File: src/rtl/tc_pkg.sv
package tc_pkg;
  localparam int TC_DW        = 32;
  localparam int TC_NUM_SEED  = 203450520 <<< 3;
  localparam int TC_D1_BASE   = 165;
  localparam int TC_D2_BASE   = 10000;
  localparam int TC_CODE_BIAS = 3350;
  localparam int TC_SCALE_SH  = 3;
  localparam int TC_CAL_MULT  = 500;
  localparam int TC_FILT_LIM  = 200000;
  localparam int TC_DEF_GE    = 512;
  localparam int TC_DEF_OFS   = 260;
  localparam int TC_DEF_CT    = 40;
  localparam logic signed [TC_DW-1:0] TC_INT_MIN = 32'sh8000_0000;

  typedef enum logic [2:0] {
    TC_IDLE = 3'd0,
    TC_DIV1 = 3'd1,
    TC_DIV2 = 3'd2,
    TC_MULT = 3'd3
  } tc_state_e;
endpackage

File: src/rtl/tc_restore_div.sv
module tc_restore_div #(
  parameter int W = 32
) (
  input  logic         clk,
  input  logic         rst,
  input  logic         load_i,
  input  logic [W-1:0] dvd_i,
  input  logic [W-1:0] dvs_i,
  output logic [W-1:0] quo_o,
  output logic         fin_o
);
  localparam int CW = (W > 1) ? $clog2(W) : 1;

  logic [W-1:0]  quo_q, rem_q, dvs_q;
  logic [CW-1:0] cnt_q;
  logic          run_q, fin_q;
  logic [W:0]    shifted, trial;
  logic          fits;

  assign shifted = {rem_q, quo_q[W-1]};
  assign trial   = shifted - {1'b0, dvs_q};
  assign fits    = ~trial[W];

  always_ff @(posedge clk) begin
    if (rst) begin
      quo_q <= '0;
      rem_q <= '0;
      dvs_q <= '0;
      cnt_q <= '0;
      run_q <= 1'b0;
      fin_q <= 1'b0;
    end else begin
      fin_q <= 1'b0;
      if (load_i) begin
        quo_q <= dvd_i;
        rem_q <= '0;
        dvs_q <= dvs_i;
        cnt_q <= '0;
        run_q <= 1'b1;
      end else if (run_q) begin
        quo_q <= {quo_q[W-2:0], fits};
        rem_q <= fits ? trial[W-1:0] : shifted[W-1:0];
        cnt_q <= cnt_q + 1'b1;
        if (cnt_q == CW'(W - 1)) begin
          run_q <= 1'b0;
          fin_q <= 1'b1;
        end
      end
    end
  end

  assign quo_o = quo_q;
  assign fin_o = fin_q;


  div_rem_bound_chk: assert property (@(posedge clk) disable iff (rst)
    fin_q |-> (rem_q < dvs_q));


  div_fin_pulse_chk: assert property (@(posedge clk) disable iff (rst)
    fin_q |=> !fin_q);
endmodule

File: src/rtl/tc_calib_sel.sv
module tc_calib_sel
  import tc_pkg::*;
#(
  parameter int NSENS = 5,
  parameter int OFS_W = 9,
  parameter int GE_W  = 10,
  parameter int CT_W  = 6,
  parameter int SL_W  = 6,
  parameter int SEL_W = 3
) (
  input  logic                    cal_valid_i,
  input  logic [GE_W-1:0]         gain_err_i,
  input  logic [CT_W-1:0]         cal_temp_i,
  input  logic [SL_W-1:0]         slope_mag_i,
  input  logic                    slope_sign_i,
  input  logic                    id_bit_i,
  input  logic [NSENS*OFS_W-1:0]  offsets_i,
  input  logic [SEL_W-1:0]        sens_i,
  output logic signed [TC_DW-1:0] d1_o,
  output logic signed [TC_DW-1:0] d2_o,
  output logic signed [TC_DW-1:0] ofs_o,
  output logic signed [TC_DW-1:0] cal500_o
);
  logic [OFS_W-1:0] ofs_arr [NSENS];

  for (genvar k = 0; k < NSENS; k++) begin : g_unpack
    assign ofs_arr[k] = offsets_i[k*OFS_W +: OFS_W];
  end

  int slope_eff, ofs_pick;

  always_comb begin
    ofs_pick = TC_DEF_OFS;
    for (int k = 0; k < NSENS; k++) begin
      if (sens_i == SEL_W'(k)) ofs_pick = int'(ofs_arr[k]);
    end
    slope_eff = int'(slope_mag_i);
    if (slope_sign_i && id_bit_i) slope_eff = -slope_eff;

    if (cal_valid_i) begin
      d1_o     = TC_D1_BASE + slope_eff;
      d2_o     = TC_D2_BASE + int'(gain_err_i);
      ofs_o    = ofs_pick;
      cal500_o = int'(cal_temp_i) * TC_CAL_MULT;
    end else begin
      d1_o     = TC_D1_BASE;
      d2_o     = TC_D2_BASE + TC_DEF_GE;
      ofs_o    = TC_DEF_OFS;
      cal500_o = TC_DEF_CT * TC_CAL_MULT;
    end
  end
endmodule

File: src/rtl/tc_peak_track.sv
module tc_peak_track
  import tc_pkg::*;
(
  input  logic                    clk,
  input  logic                    rst,
  input  logic                    upd_i,
  input  logic                    clr_i,
  input  logic signed [TC_DW-1:0] val_i,
  output logic signed [TC_DW-1:0] max_o
);
  logic signed [TC_DW-1:0] filt;

  assign filt = (val_i > TC_FILT_LIM) ? '0 : val_i;

  always_ff @(posedge clk) begin
    if (rst || clr_i) begin
      max_o <= TC_INT_MIN;
    end else if (upd_i && (filt > max_o)) begin
      max_o <= filt;
    end
  end


  peak_cap_chk: assert property (@(posedge clk) disable iff (rst)
    max_o <= TC_FILT_LIM);


  peak_clear_chk: assert property (@(posedge clk) disable iff (rst)
    clr_i |=> (max_o == TC_INT_MIN));


  peak_mono_chk: assert property (@(posedge clk) disable iff (rst)
    !clr_i |=> (max_o >= $past(max_o)));
endmodule

File: src/rtl/tempconv_unit.sv
module tempconv_unit
  import tc_pkg::*;
#(
  parameter int NSENS    = 5,
  parameter int RAW_IN_W = 16,
  parameter int RAW_W    = 12,
  parameter int OFS_W    = 9,
  parameter int GE_W     = 10,
  parameter int CT_W     = 6,
  parameter int SL_W     = 6,
  localparam int SEL_W   = (NSENS > 1) ? $clog2(NSENS) : 1
) (
  input  logic                    clk,
  input  logic                    rst,
  input  logic                    start_i,
  input  logic [RAW_IN_W-1:0]     raw_i,
  input  logic [SEL_W-1:0]        sens_i,
  input  logic                    cal_valid_i,
  input  logic [GE_W-1:0]         gain_err_i,
  input  logic [CT_W-1:0]         cal_temp_i,
  input  logic [SL_W-1:0]         slope_mag_i,
  input  logic                    slope_sign_i,
  input  logic                    id_bit_i,
  input  logic [NSENS*OFS_W-1:0]  offsets_i,
  input  logic                    clr_i,
  output logic signed [TC_DW-1:0] temp_o,
  output logic                    done_o,
  output logic signed [TC_DW-1:0] max_o
);
  localparam logic [RAW_IN_W-1:0] RAW_MASK = RAW_IN_W'((1 << RAW_W) - 1);

  tc_state_e st;

  logic signed [TC_DW-1:0] d1_c, d2_c, ofs_c, cal500_c;
  logic signed [TC_DW-1:0] d2_q, diff_q, cal500_q, prod_q, res_c;
  logic signed [TC_DW-1:0] raw_code;
  logic                    div_load, div_fin;
  logic [TC_DW-1:0]        div_dvd, div_dvs, div_quo;

  assign raw_code = int'(raw_i & RAW_MASK);

  tc_calib_sel #(
    .NSENS(NSENS), .OFS_W(OFS_W), .GE_W(GE_W),
    .CT_W(CT_W), .SL_W(SL_W), .SEL_W(SEL_W)
  ) u_cal (
    .cal_valid_i (cal_valid_i),
    .gain_err_i  (gain_err_i),
    .cal_temp_i  (cal_temp_i),
    .slope_mag_i (slope_mag_i),
    .slope_sign_i(slope_sign_i),
    .id_bit_i    (id_bit_i),
    .offsets_i   (offsets_i),
    .sens_i      (sens_i),
    .d1_o        (d1_c),
    .d2_o        (d2_c),
    .ofs_o       (ofs_c),
    .cal500_o    (cal500_c)
  );

  always_comb begin
    div_load = 1'b0;
    div_dvd  = TC_NUM_SEED;
    div_dvs  = d1_c;
    if (st == TC_IDLE && start_i) begin
      div_load = 1'b1;
    end else if (st == TC_DIV1 && div_fin) begin
      div_load = 1'b1;
      div_dvd  = div_quo;
      div_dvs  = d2_q;
    end
  end

  tc_restore_div #(.W(TC_DW)) u_div (
    .clk   (clk),
    .rst   (rst),
    .load_i(div_load),
    .dvd_i (div_dvd),
    .dvs_i (div_dvs),
    .quo_o (div_quo),
    .fin_o (div_fin)
  );

  assign res_c = cal500_q - (prod_q >>> TC_SCALE_SH);

  always_ff @(posedge clk) begin
    if (rst) begin
      st       <= TC_IDLE;
      d2_q     <= '0;
      diff_q   <= '0;
      cal500_q <= '0;
      prod_q   <= '0;
      temp_o   <= '0;
      done_o   <= 1'b0;
    end else begin
      done_o <= 1'b0;
      case (st)
        TC_IDLE: if (start_i) begin
          d2_q     <= d2_c;
          diff_q   <= raw_code - ofs_c - TC_CODE_BIAS;
          cal500_q <= cal500_c;
          st       <= TC_DIV1;
        end
        TC_DIV1: if (div_fin) st <= TC_DIV2;
        TC_DIV2: if (div_fin) begin
          prod_q <= $signed(div_quo) * diff_q;
          st     <= TC_MULT;
        end
        TC_MULT: begin
          temp_o <= res_c;
          done_o <= 1'b1;
          st     <= TC_IDLE;
        end
        default: st <= TC_IDLE;
      endcase
    end
  end

  tc_peak_track u_peak (
    .clk  (clk),
    .rst  (rst),
    .upd_i(st == TC_MULT),
    .clr_i(clr_i),
    .val_i(res_c),
    .max_o(max_o)
  );


  done_single_chk: assert property (@(posedge clk) disable iff (rst)
    done_o |=> !done_o);


  busy_start_chk: assert property (@(posedge clk) disable iff (rst)
    (st != TC_IDLE && start_i) |=> (st != TC_IDLE || done_o));


  temp_hold_chk: assert property (@(posedge clk) disable iff (rst)
    !done_o |-> $stable(temp_o));
endmodule

File: config.mk
export PLATFORM = sky130hd
export DESIGN_NAME = tempconv_unit
export DESIGN_NICKNAME = d
export VERILOG_FILES = /design/src/rtl/tc_pkg.sv /design/src/rtl/tc_restore_div.sv /design/src/rtl/tc_calib_sel.sv /design/src/rtl/tc_peak_track.sv /design/src/rtl/tempconv_unit.sv
export SDC_FILE = /design/constraint.sdc
export NUM_CORES = 2
export LEC_CHECK = 0
export ABC_AREA = 1
export BUFFER_PORTS_ARGS = -buffer_cell sky130_fd_sc_hd__buf_2
export CAP_MARGIN = 20
export CORE_MARGIN = 2
export CORE_UTILIZATION = 45
export CTS_CLUSTER_DIAMETER = 40
export DETAILED_ROUTE_END_ITERATION = 10
export GPL_ROUTABILITY_DRIVEN = 0
export MAX_ROUTING_LAYER = met4
export SYNTH_ARGS = -nofsm -noshare
export SYNTH_HDL_FRONTEND = slang
export SYNTH_SLANG_ARGS = --single-unit
File: constraint.sdc
create_clock -name clk -period 8.67 [get_ports clk]
set_input_delay 0.867 -clock clk [delete_from_list [all_inputs] [get_ports clk]]
set_output_delay 0.867 -clock clk [all_outputs]
set_load 0.01 [all_outputs]
==> summary.md <==
| Metric | Value |
|---|---|
| # resized after CTS | 0 |
| Post-CTS setup buffers | 0 |
| Vias | around 28000 |
| Final min period | 7.53 ns |
| Slew Viols, Final | 0 |
| Initial core utilization | 45.6% |
| GRT busiest layer | met2 |
| Pwr dens | 281 mW/mm^2 |
| Library cells used by synthesis | 51 |
| Core ar. | 0.0717 mm^2 |
| Global Route met3 Usage | 3.72% |
| Outcome | complete, no violations |
| Asr flop ratio synth | 0% |
| Worst Path Arrival | 8.03 ns |
| Worst path cell trace | nand2_1, fa_1, inv_1, fa_1, inv_1, fa_1, fa_1, inv_1, fa_1, inv_1, fa_1, fa_1, fa_1, inv_1, ha_1, nand2_1, nor4_1, nand3_1, nand3_1, a21oi_1, nand3_1, nand3_1, nand2_1, inv_1 |
| Max_cap viols | 0 |
| First-pass GRT wire length | 148000 um |
| Total CTS buffers | between 50 and 60 |
| Largest net degree at the start of global routing | 58 |
| Gr usage total | 25.7% |
| Relative slew slack | 33.6% |
| Die ar. | 0.0749 mm^2 |
| Antenna violations before repair | 0 |
| Placed Cells | between 5000 and 6000 |
| Synth cell count leaders | inv_1 (1189), nand2_1 (1127), fa_1 (423) |
| Total wire length | 90000 um |
| H-Tree Depth | 2 |
| Nature of the critical path endpoint | flop |
| Post-layout util | 50.7% |
| Nets | 5458 |
| Post-Synthesis Cells | 4567 |
| Critical path class | flop to flop |
| Share of layout cells above drive strength 1 | 8.48% |
| Count leader, synth | inv_1 |
| Register-to-register setup slack | roughly 1.1 ns |
| Yosys warns | 0 |
| Via density | 4.99 |
| Fmax | 133 MHz |
| Critical path's slowest cell | dfxtp_1 |
| Filler cells | 7266 |
| Site Rows | slightly below 100 |
| Synth area leaders | fa_1 (26%), dfxtp_1 (15%), inv_1 (14%) |
| Yosys top cell area share | 25.9% |
| Number of hold buffers added after CTS | 0 |
| FF/Latch Area | 0.00492 mm^2 |
| Root buffer cell | clkbuf_16 |
| IO Port Bufs | 153 |
| Clock skew | 0.0250 ns |
| DR iter-0 viols | 1859 |
| CP required | 9.16 ns |
| Non-filler cells, final | 5653 |
| Die extent in x | 274 um |
| Main flop type after synthesis | dfxtp_1 |
| Clock sink count | 246 |
| Worst Setup Start Kind | flop |
| Worst-path clk slew | 0.05 ns |
| # setup viols final | 0 |
| CTS tree | done |
| Ports | 158 |
| Met2 usage | 41.3% |
| Grt met1 use | 33.8% |
| N_diodes | 0 |
| Endpoints failing hold | 0 |
| CP max stage delay | between 0.9 and 1 ns |
| Antenna viol nets, final | 0 |
| Crit Path Max Fanout | 17 |
| FF+latch count, synth | 246 |
| Post-route setup slack | 1.14 ns |
| Remaining Overflow, GRT | 0 |
| Drt pass-1 iters | 6 |
| Power Total | between 10 and 15 mW |
| Clock Tree Buf Depth | 3 |
| Worst-Skew Late Latency | 0.61 ns |
| Synth-to-Final Area Change | 11.1% |
| HP Class | flop to flop |
| Post-route DRC | 0 |
| Multi-input gate area | 0.0226 mm^2 |
| Max IR drop VDD | between 500 and 600 uV |
| Top cell by count, worst path | fa_1 |
| WL/cell | 15.9 um |
| Post-DP HPWL | 72800 um |
| Number of global-route vias before repair | 28400 |
| Leak | 20.6 nW |
| Netlist Area Pre-Place | 0.0327 mm^2 |
| Synthesized area per cell | 7.17 um^2 |
| Setup TNS | 0 ns |
| Cell taking the most area after synthesis | fa_1 |
| Fin crit share | 86.9% |
| Post-synth EDFFs | 0 |
| Post-synthesis sequential area ratio | around 15% |
| Worst Tran Pin Value | approximately 1 ns |
| RSZ-0062 raised after global routing | no |
| Placement Setup Slack | 1.23 ns |
| Syn_nets | 5365 |
| Die Height | 274 um |
-- cell type report --
class,count,share of cell area [%]
clock inverters,40,1.57
flip-flops and latches,246,13.5
clock buffers,57,3.68
multi-input cells,2943,62.1
inverters,1198,12.4
repair buffers,219,3.47
well taps,950,3.27
-- path summary, 6_finish.rpt --
path                endpoint  depth (start not counted)       from
hold / removal       d2_q[5]                          2    d2_q[5]
setup / recovery  prod_q[31]                         24  diff_q[7]
setup reg to reg  prod_q[31]                         24  diff_q[7]
hold reg to reg      d2_q[5]                          2    d2_q[5]
-- state kept, by name, indices dropped and copies added, names as in the netlist, 2 cells and up --
| register | count |
|---|---|
| temp_o | 32 |
| u_div.quo_o | 32 |
| u_div.rem_q | 32 |
| u_peak.max_o | 32 |
| prod_q | 29 |
| u_div.dvs_q | 29 |
| diff_q | 24 |
| cal500_q | 13 |
| d2_q | 13 |
| u_div.cnt_q | 5 |
| st | 2 |
-- cell usage in the layout (no fill, tap or decap), drive strengths merged, types with 62 or more instances in the layout --
master,count
inv,1204
nand2,1158
fa,423
ha,282
dfxtp,246
a21oi,245
buf,219
nor2,205
o21ai,152
nand3,139
xor2,62
-- layer usage --
layer  vias to the layer above  routed length, um  share of wire [%]
met1                     13400              40600                 45
met2                       809              41300                 46
met3                       159               5680                6.3
met5                         -                  0                  0
li1                      13900                  -                  -
met4                         0               2460                2.7
-- per-stage QoR --
stage / hold WS (ns) / area [um^2]
finish: 0.466 / 36400
global route: 0.478 / 36400
CTS: 0.465 / 36400
detailed placement: 0.457 / 34500
global placement: 0.454 / 34500
floorplan: 0.433 / 32700
-- cells by family after synthesis --
| group | count (synthesis) | synth area share, % |
|---|---|---|
| AO/OA/AOI/OAI | 555 | 9.98 |
| buffers and inverters | 1378 | 16.0 |
| adder cells (fa/ha/maj) | 705 | 36.6 |
| XOR/XNOR | 100 | 2.67 |
| AND/OR/NAND/NOR | 1583 | 19.7 |
| flip-flops | 246 | 15.0 |
-- critical path, delay by kind of cell, from the launching register on --
family / cells / cell delay, ns
buffers and inverters: 6 / 0.28
AO/OA/AOI/OAI: 1 / 0.14
flip-flops: 1 / 0.93
adder cells (fa/ha/maj): 9 / 4.51
AND/OR/NAND/NOR: 8 / 1.53
-- report_power, final --
part	internal [mW]	total (mW)	switching, mW
Combinational	2.22	6.40	4.18
Clock	1.43	2.17	0.736
Sequential	1.32	1.67	0.352
No activity file was read; power rests on OpenSTA's default activity.
